## src/rtl/amem_pkg.sv

```systemverilog
// Package: shared phase encoding, timing record and timing-word decode for
// the asynchronous memory strobe sequencer.
// Assumes the timing word layout given in the brief.
package amem_pkg;

    localparam int CNT_W = 6;   // wide enough for the largest field (strobe)

    typedef enum logic [2:0] {
        PH_IDLE   = 3'd0,
        PH_TURN   = 3'd1,
        PH_SETUP  = 3'd2,
        PH_STROBE = 3'd3,
        PH_HOLD   = 3'd4
    } phase_t;

    typedef struct packed {
        logic [CNT_W-1:0] setup;
        logic [CNT_W-1:0] strobe;
        logic [CNT_W-1:0] hold;
        logic [CNT_W-1:0] turn;
    } timing_t;

    // Pick the phase counts that belong to one transfer direction.
    function automatic timing_t decode_timing(input logic [31:0] w, input logic is_write);
        timing_t t;
        if (is_write) begin
            t.setup  = CNT_W'(w[29:26]);
            t.strobe = CNT_W'(w[25:20]);
            t.hold   = CNT_W'(w[19:17]);
        end else begin
            t.setup  = CNT_W'(w[16:13]);
            t.strobe = CNT_W'(w[12:7]);
            t.hold   = CNT_W'(w[6:4]);
        end
        t.turn = CNT_W'(w[3:2]);
        return t;
    endfunction

endpackage

```

## src/rtl/amem_timing_latch.sv

```systemverilog
// Timing latch: decodes the live timing word for the requested direction and
// holds a copy taken at acceptance, so later word changes do not disturb a
// running access.
// Assumes accept is high for one cycle per request.
module amem_timing_latch
    import amem_pkg::*;
(
    input  logic        clk,
    input  logic        rst_n,
    input  logic [31:0] cfg_word,
    input  logic        req_write,
    input  logic        accept,
    output timing_t     cur,
    output timing_t     held
);

    // Live decode, used for the first phase loaded at acceptance.
    always_comb cur = decode_timing(cfg_word, req_write);

    // Snapshot of the counts for the remaining phases.
    always_ff @(posedge clk) begin
        if (!rst_n)      held <= '0;
        else if (accept) held <= cur;
    end

endmodule

```

## src/rtl/amem_phase_seq.sv

```systemverilog
// Phase sequencer: walks idle -> (turnaround) -> setup -> strobe -> hold.
// Each phase lasts its count plus one cycle. A one-cycle done pulse follows
// the last hold cycle.
// Assumes accept is only raised while the phase is idle.
module amem_phase_seq
    import amem_pkg::*;
(
    input  logic    clk,
    input  logic    rst_n,
    input  logic    accept,
    input  logic    acc_write,
    input  timing_t cur,
    input  timing_t held,
    output phase_t  phase,
    output logic    last_cycle,
    output logic    dir_write,
    output logic    done
);

    logic [CNT_W-1:0] cnt;
    logic             have_prev;
    logic             turn_needed;

    assign last_cycle  = (cnt == '0);
    assign turn_needed = have_prev && (dir_write != acc_write);

    // Phase state, countdown, direction history and done pulse.
    always_ff @(posedge clk) begin
        if (!rst_n) begin
            phase     <= PH_IDLE;
            cnt       <= '0;
            have_prev <= 1'b0;
            dir_write <= 1'b0;
            done      <= 1'b0;
        end else begin
            done <= (phase == PH_HOLD) && last_cycle;
            unique case (phase)
                PH_IDLE: begin
                    if (accept) begin
                        have_prev <= 1'b1;
                        dir_write <= acc_write;
                        if (turn_needed) begin
                            phase <= PH_TURN;
                            cnt   <= cur.turn;
                        end else begin
                            phase <= PH_SETUP;
                            cnt   <= cur.setup;
                        end
                    end
                end
                PH_TURN: begin
                    if (last_cycle) begin
                        phase <= PH_SETUP;
                        cnt   <= held.setup;
                    end else begin
                        cnt <= cnt - 1'b1;
                    end
                end
                PH_SETUP: begin
                    if (last_cycle) begin
                        phase <= PH_STROBE;
                        cnt   <= held.strobe;
                    end else begin
                        cnt <= cnt - 1'b1;
                    end
                end
                PH_STROBE: begin
                    if (last_cycle) begin
                        phase <= PH_HOLD;
                        cnt   <= held.hold;
                    end else begin
                        cnt <= cnt - 1'b1;
                    end
                end
                PH_HOLD: begin
                    if (last_cycle) phase <= PH_IDLE;
                    else            cnt   <= cnt - 1'b1;
                end
                default: phase <= PH_IDLE;
            endcase
        end
    end

endmodule

```

## src/rtl/amem_ready_sync.sv

```systemverilog
// Ready synchronizer: a STAGES-deep flop chain that brings the device
// ready/busy line into the clock domain.
// Assumes STAGES >= 1.
module amem_ready_sync #(
    parameter int STAGES = 2
) (
    input  logic clk,
    input  logic rst_n,
    input  logic d_async,
    output logic q_sync
);

    logic [STAGES-1:0] chain;

    generate
        if (STAGES == 1) begin : g_single
            // Single sampling flop.
            always_ff @(posedge clk) begin
                if (!rst_n) chain <= '0;
                else        chain <= d_async;
            end
        end else begin : g_multi
            // Shift the line through the chain.
            always_ff @(posedge clk) begin
                if (!rst_n) chain <= '0;
                else        chain <= {chain[STAGES-2:0], d_async};
            end
        end
    endgenerate

    assign q_sync = chain[STAGES-1];

endmodule

```

## src/rtl/amem_strobe_ctrl.sv

```systemverilog
// Top: asynchronous memory strobe sequencer. Accepts single-byte requests,
// registers address/data/latch controls at acceptance and derives the device
// strobes from the sequencer phase.
// Assumes an 8-bit device; CLE_BIT/ALE_BIT select the latch address bits.
module amem_strobe_ctrl
    import amem_pkg::*;
#(
    parameter int ADDR_W      = 8,
    parameter int DATA_W      = 8,
    parameter int CLE_BIT     = 4,
    parameter int ALE_BIT     = 3,
    parameter int SYNC_STAGES = 2
) (
    input  logic              clk,
    input  logic              rst_n,
    input  logic [31:0]       cfg_word,
    input  logic              nand_mode,
    input  logic              req_valid,
    input  logic              req_write,
    input  logic [ADDR_W-1:0] req_addr,
    input  logic [DATA_W-1:0] req_wdata,
    output logic              req_ready,
    output logic              acc_done,
    output logic [DATA_W-1:0] rd_data,
    output logic              mem_cs_n,
    output logic              mem_oe_n,
    output logic              mem_we_n,
    output logic              mem_cle,
    output logic              mem_ale,
    output logic [ADDR_W-1:0] mem_addr,
    output logic [DATA_W-1:0] mem_dout,
    output logic              mem_dout_en,
    input  logic [DATA_W-1:0] mem_din,
    input  logic              mem_rdy,
    output logic [7:0]        stat_o
);

    timing_t           t_cur, t_held;
    phase_t            phase;
    logic              last_cycle, dir_write, accept, in_window, rdy_sync;
    logic [ADDR_W-1:0] addr_q;
    logic [DATA_W-1:0] wdata_q;
    logic              cle_q, ale_q;

    assign req_ready = (phase == PH_IDLE);
    assign accept    = req_valid && req_ready;

    amem_timing_latch i_latch (
        .clk       (clk),
        .rst_n     (rst_n),
        .cfg_word  (cfg_word),
        .req_write (req_write),
        .accept    (accept),
        .cur       (t_cur),
        .held      (t_held)
    );

    amem_phase_seq i_seq (
        .clk        (clk),
        .rst_n      (rst_n),
        .accept     (accept),
        .acc_write  (req_write),
        .cur        (t_cur),
        .held       (t_held),
        .phase      (phase),
        .last_cycle (last_cycle),
        .dir_write  (dir_write),
        .done       (acc_done)
    );

    amem_ready_sync #(.STAGES(SYNC_STAGES)) i_rdy (
        .clk     (clk),
        .rst_n   (rst_n),
        .d_async (mem_rdy),
        .q_sync  (rdy_sync)
    );

    // Capture address, write byte and latch selects when a request is taken.
    always_ff @(posedge clk) begin
        if (!rst_n) begin
            addr_q  <= '0;
            wdata_q <= '0;
            cle_q   <= 1'b0;
            ale_q   <= 1'b0;
        end else if (accept) begin
            addr_q  <= req_addr;
            wdata_q <= req_wdata;
            cle_q   <= nand_mode && req_write && req_addr[CLE_BIT];
            ale_q   <= nand_mode && req_write && req_addr[ALE_BIT];
        end
    end

    // Sample device data on the final read strobe cycle.
    always_ff @(posedge clk) begin
        if (!rst_n)
            rd_data <= '0;
        else if ((phase == PH_STROBE) && last_cycle && !dir_write)
            rd_data <= mem_din;
    end

    // Device pin decode from the current phase.
    always_comb begin
        in_window   = (phase == PH_SETUP) || (phase == PH_STROBE) || (phase == PH_HOLD);
        mem_cs_n    = !in_window;
        mem_oe_n    = !((phase == PH_STROBE) && !dir_write);
        mem_we_n    = !((phase == PH_STROBE) && dir_write);
        mem_dout_en = in_window && dir_write;
        mem_cle     = in_window && cle_q;
        mem_ale     = in_window && ale_q;
        mem_addr    = addr_q;
        mem_dout    = wdata_q;
        stat_o      = {7'b0, rdy_sync};
    end

endmodule

```

## config.mk

```make
export PLATFORM = sky130hd
export DESIGN_NAME = amem_strobe_ctrl
export DESIGN_NICKNAME = d
export VERILOG_FILES = /design/src/rtl/amem_pkg.sv /design/src/rtl/amem_timing_latch.sv /design/src/rtl/amem_phase_seq.sv /design/src/rtl/amem_ready_sync.sv /design/src/rtl/amem_strobe_ctrl.sv
export SDC_FILE = /design/constraint.sdc
export NUM_CORES = 1
export LEC_CHECK = 0
export BUFFER_PORTS_ARGS = -buffer_cell sky130_fd_sc_hd__clkbuf_2
export CORE_ASPECT_RATIO = 1.75
export CORE_MARGIN = 2
export CORE_UTILIZATION = 45
export CTS_BUF_LIST = sky130_fd_sc_hd__clkbuf_8
export DETAILED_ROUTE_END_ITERATION = 10
export GPL_TIMING_DRIVEN = 0
export MAX_ROUTING_LAYER = met4
export PLACE_DENSITY_LB_ADDON = 0.25
export SLEW_MARGIN = 10
export SYNTH_ARGS = -nofsm -noshare
export SYNTH_HDL_FRONTEND = slang
export SYNTH_HIERARCHICAL = 1
export SYNTH_SLANG_ARGS = --single-unit
```

## constraint.sdc

```tcl
create_clock -name clk -period 3.9 [get_ports clk]
set_input_delay 0.195 -clock clk [delete_from_list [all_inputs] [get_ports clk]]
set_output_delay 0.195 -clock clk [all_outputs]
set_load 0.01 [all_outputs]
```

# == Word-level counts from Yosys, hierarchy flattened ==
# Cells that the tools add are included.
# W data, S select, Z words.
# classes
n_reduce_logical,25
mux,15
addsub,1
eq_ne,11
# op_table
cell,n
$mux W6,5
$pmux W6 S5,1
$mux W16,1
$mux W3,5
$pmux W3 S5,1
$logic_and A1 B1 Y1,13
$ne A2 B1 Y1 const B,5
$eq A3 B2 Y1 const B,2
$logic_not A6 Y1,1
$sub A6 B1 Y6 const B,1
$reduce_and A5 Y1,1
$reduce_bool A5 Y1,1
$logic_not A1 Y1,4
$mux W4,1
$eq A3 B1 Y1 const B,1
$eq A3 B3 Y1 const B,1
$logic_not A3 Y1,1
$reduce_and A3 Y1,1
$logic_or A1 B1 Y1,2
$mux W2,1
$ne A2 B2 Y1 const B,1
$reduce_and A2 Y1,1
$ne A1 B1 Y1,1
# word_totals
input_bits,62
out_inout_bits,40
ff_bits,58

# == Longest topological paths before layout ==
# depth
ltp_word,5
depth_mapped,9

# == Cells and area by module ==
# The synthesis kept the hierarchy.
# by_module_without_submodules
module,area_each_um2,cells_per_inst,seq_area_each_um2,instances
amem_strobe_ctrl,1221.2,136,520.5,1
amem_phase_seq,1044.8,129,240.2,1
amem_timing_latch,899.6,85,300.3,1
amem_ready_sync,52.6,4,40.0,1

# == Worst setup path after synthesis ==
# No wires, ideal clock.
# synth_timing
kind,register to register
startpoint,register i_seq.phase[2]
endpoint,"register, netlist name i_latch/held[13]"
stages_incl_launch_ff,8
t_arrival_ns,1.851
n_path_buf,4
path_slack_ns,1.933
cell_sequence,dfxtp_1 buf_6 nor4b_4 buf_6 buf_2 inv_1 buf_2 o21ba_2
# synth_via
elab_chain_len,2
# synth_rtl
element,line,rtl
start: declaration,amem_phase_seq.sv:14,"output phase_t phase,"
start signal: assignment,amem_phase_seq.sv:30,phase <= PH_IDLE;
start signal: assignment,amem_phase_seq.sv:43,phase <= PH_TURN;
start signal: assignment,amem_phase_seq.sv:46,phase <= PH_SETUP;
$logic_not A3 Y1,amem_strobe_ctrl.sv:45,assign req_ready = (phase == PH_IDLE);
$logic_and A1 B1 Y1,amem_strobe_ctrl.sv:46,assign accept = req_valid && req_ready;
via accept,amem_strobe_ctrl.sv:40,"logic last_cycle, dir_write, accept, in_window, rdy_sync;"
# The timed path passes the listed nets, and every way through them passes these cells.
# A chain may end at the register's enable or synchronous reset.

# == Worst setup path after layout ==
# layout_timing
startpoint,register i_seq.phase[2]
endpoint,register i_seq.cnt[3]
# layout_via
elab_chain_len,4
# layout_rtl
element,line,rtl
$logic_not A3 Y1,amem_strobe_ctrl.sv:45,
$logic_and A1 B1 Y1,amem_strobe_ctrl.sv:46,
via accept,amem_strobe_ctrl.sv:40,
$ne A2 B1 Y1 (no line),--,
$reduce_and A3 Y1 (no line),--,
end signal: assignment,amem_phase_seq.sv:70,cnt <= held.hold;
end signal: assignment,amem_phase_seq.sv:72,cnt <= cnt - 1'b1;
end signal: assignment,amem_phase_seq.sv:77,else cnt <= cnt - 1'b1;
end: declaration,amem_phase_seq.sv:20,logic [CNT_W-1:0] cnt;
# The timed path passes the listed nets, and every way through them passes these cells.

==> reports/metrics.yaml <==
holdCritPathClass: "in2reg"
vias_per_cell: 5.14
port_buffers: 88
fmax_mhz: 408
core_mm2: 0.00676
grt_pass1_wl_um: 11800
detail_route.wl_per_cell_um: 13.8
globalRouteOverflowTotal: 0
clock_skew_ns: 0.00562
grt_util_all_layers: 0.210
drt_pre_antenna_iters: 4
wl_met3_um: 412
ff_latch_area_mm2: 0.00106
min_period_ns: 2.45
multi_input_area_mm2: 0.00176
critPathKind: "reg2reg"
cts_buffer_depth: 2
syn_avg_cell_area_um2: 9.07
fin_setup_tns_ns: 0
boundaryPins: 102
antenna_cells: 0
final-hold-violation-count: 0
dieHeight_um: 114
utilization: 0.565
finalPower_w: 0.00223
postRouteWirelength_um: 7430
worstSkewPairLatency_ns: 0.32
clock-sinks: 53
drive_gt1_frac: 0.397
syn_area_mm2: 0.00309
critPathLaunchType: "register"
grt_antenna_before_repair: 0
drtIter0Drc: 150
cap_violations: 0
met2_wirelength_um: 4000
numCtsBuffers: 5
clk_pin_slew_worst_paths_ns: 0.10
max_slew_margin: 0.573
path_max_fanout: 16
power_leakage_nw: 1.80
status: "completed"
worstPathArrival_ns: 2.66
cts_tree: "built"
fp.dieW_um: 66.7
hpwl_um: 5880
rsz0062_at_grt: "false"
yosysWarnings: 6
final_antenna_net_count: 0
syn_inst: 341
ctsRootBufferMaster: "clkbuf_8"
fin_nets: 516
grt_pass1_vias: 2655
ctsResizeCount: 0
htreeDepth: 2
whs_ns: 0.0714
start_util: 0.458
gp_congestion: 0.917
slew_viol_final: 0
drt-met1-wl_um: 2740
routed-via-count: 2759
ir_worst_vdd_uv: 284
finalSetupViolCount: 0
cp-end-kind: "register"
rows: 40
die_area_mm2: 0.00758
worstPathRequired_ns: 4.11
worstMarginPinSlew_ns: 0.638
syn2layout_area_growth_pct: 23.5
grt_max_degree: 17
post_cts_buffers: 0
powerDensity_mw_per_mm2: 585
top_layer: "met4"
final.period_utilization: 0.629
hold_buffers: 0
drc: 0
fillerInstances: 679
flip-flops by register name, summed over array words and instances, names as in the netlist:
signal	count
i_rdy/chain	2
ale_q	1
i_seq/have_prev	1
mem_dout	8
cle_q	1
i_seq/phase	3
rd_data	8
i_seq/dir_write	1
mem_addr	8
i_latch/held	13
i_seq/cnt	6
i_seq/done	1
routing by layer:
layer / GRT usage / up-vias
met5: - / -
li1: - / 1384
met3: 0.0493 / 19
met2: 0.394 / 99
met1: 0.188 / 1257
met4: 0.106 / 0
cell type report:
class / instances / area share
clock buffers: 6 / 0.0216
repair buffers: 88 / 0.115
inverters: 6 / 0.00655
plain buffers: 44 / 0.0813
multi-input cells: 254 / 0.460
flip-flops and latches: 53 / 0.278
clock inverters: 2 / 0.00983
well taps: 84 / 0.0275
through the flow:
stage                     worst slack [ns]  instances  cell area (µm²)
after global routing                  1.33        537             3820
after detailed placement              1.48        529             3700
after CTS                             1.45        537             3820
final                                 1.45        537             3820
after floorplan                       1.94        357             3150
after global placement                1.51        529             3700
report_power, final:
part	switching, W	internal [W]	leakage, nW
logic	0.000596	0.000480	1.31
clock network	0.000193	0.000209	0.0574
registers	0.0000991	0.000656	0.435
critical path, stage by stage (launching register included):
cell     delay [ns]
dfxtp_1        0.41
buf_6          0.18
nor4b_4        0.61
buf_6          0.29
nand2_1        0.09
or3_1          0.36
a31oi_1        0.29
nor2_1         0.11
placed cells by master (no fill, tap or decap), types with 3 or more instances in the layout:
cell type / count
a21oi_1: 3
nand3_1: 18
nor2b_1: 5
nor2_1: 11
nand2_1: 49
buf_2: 7
and2_1: 3
o21ba_2: 3
conb_1: 18
mux2i_1: 16
clkbuf_8: 6
or3_1: 4
buf_4: 22
dfxtp_1: 53
o21ai_2: 13
a22oi_1: 4
o21ba_1: 10
xor2_1: 3
o21ai_0: 21
mux2_2: 9
clkbuf_1: 7
nand3_2: 3
clkbuf_2: 89
inv_1: 5
buf_6: 7
mux2_4: 10
nor3_1: 4
path summary, 6_finish.rpt:
check	start	endpoint	slack, ns	depth (start not counted)
worst max-delay path	i_seq/phase[2]	i_seq/cnt[3]	1.45	7
worst min-delay path	mem_rdy	i_rdy/chain[0]	0.07	2
worst max register to register	i_seq/phase[2]	i_seq/cnt[3]	1.45	7
worst min register to register	i_rdy/chain[0]	i_rdy/chain[1]	0.44	1
No activity file was read; power rests on OpenSTA's default activity.
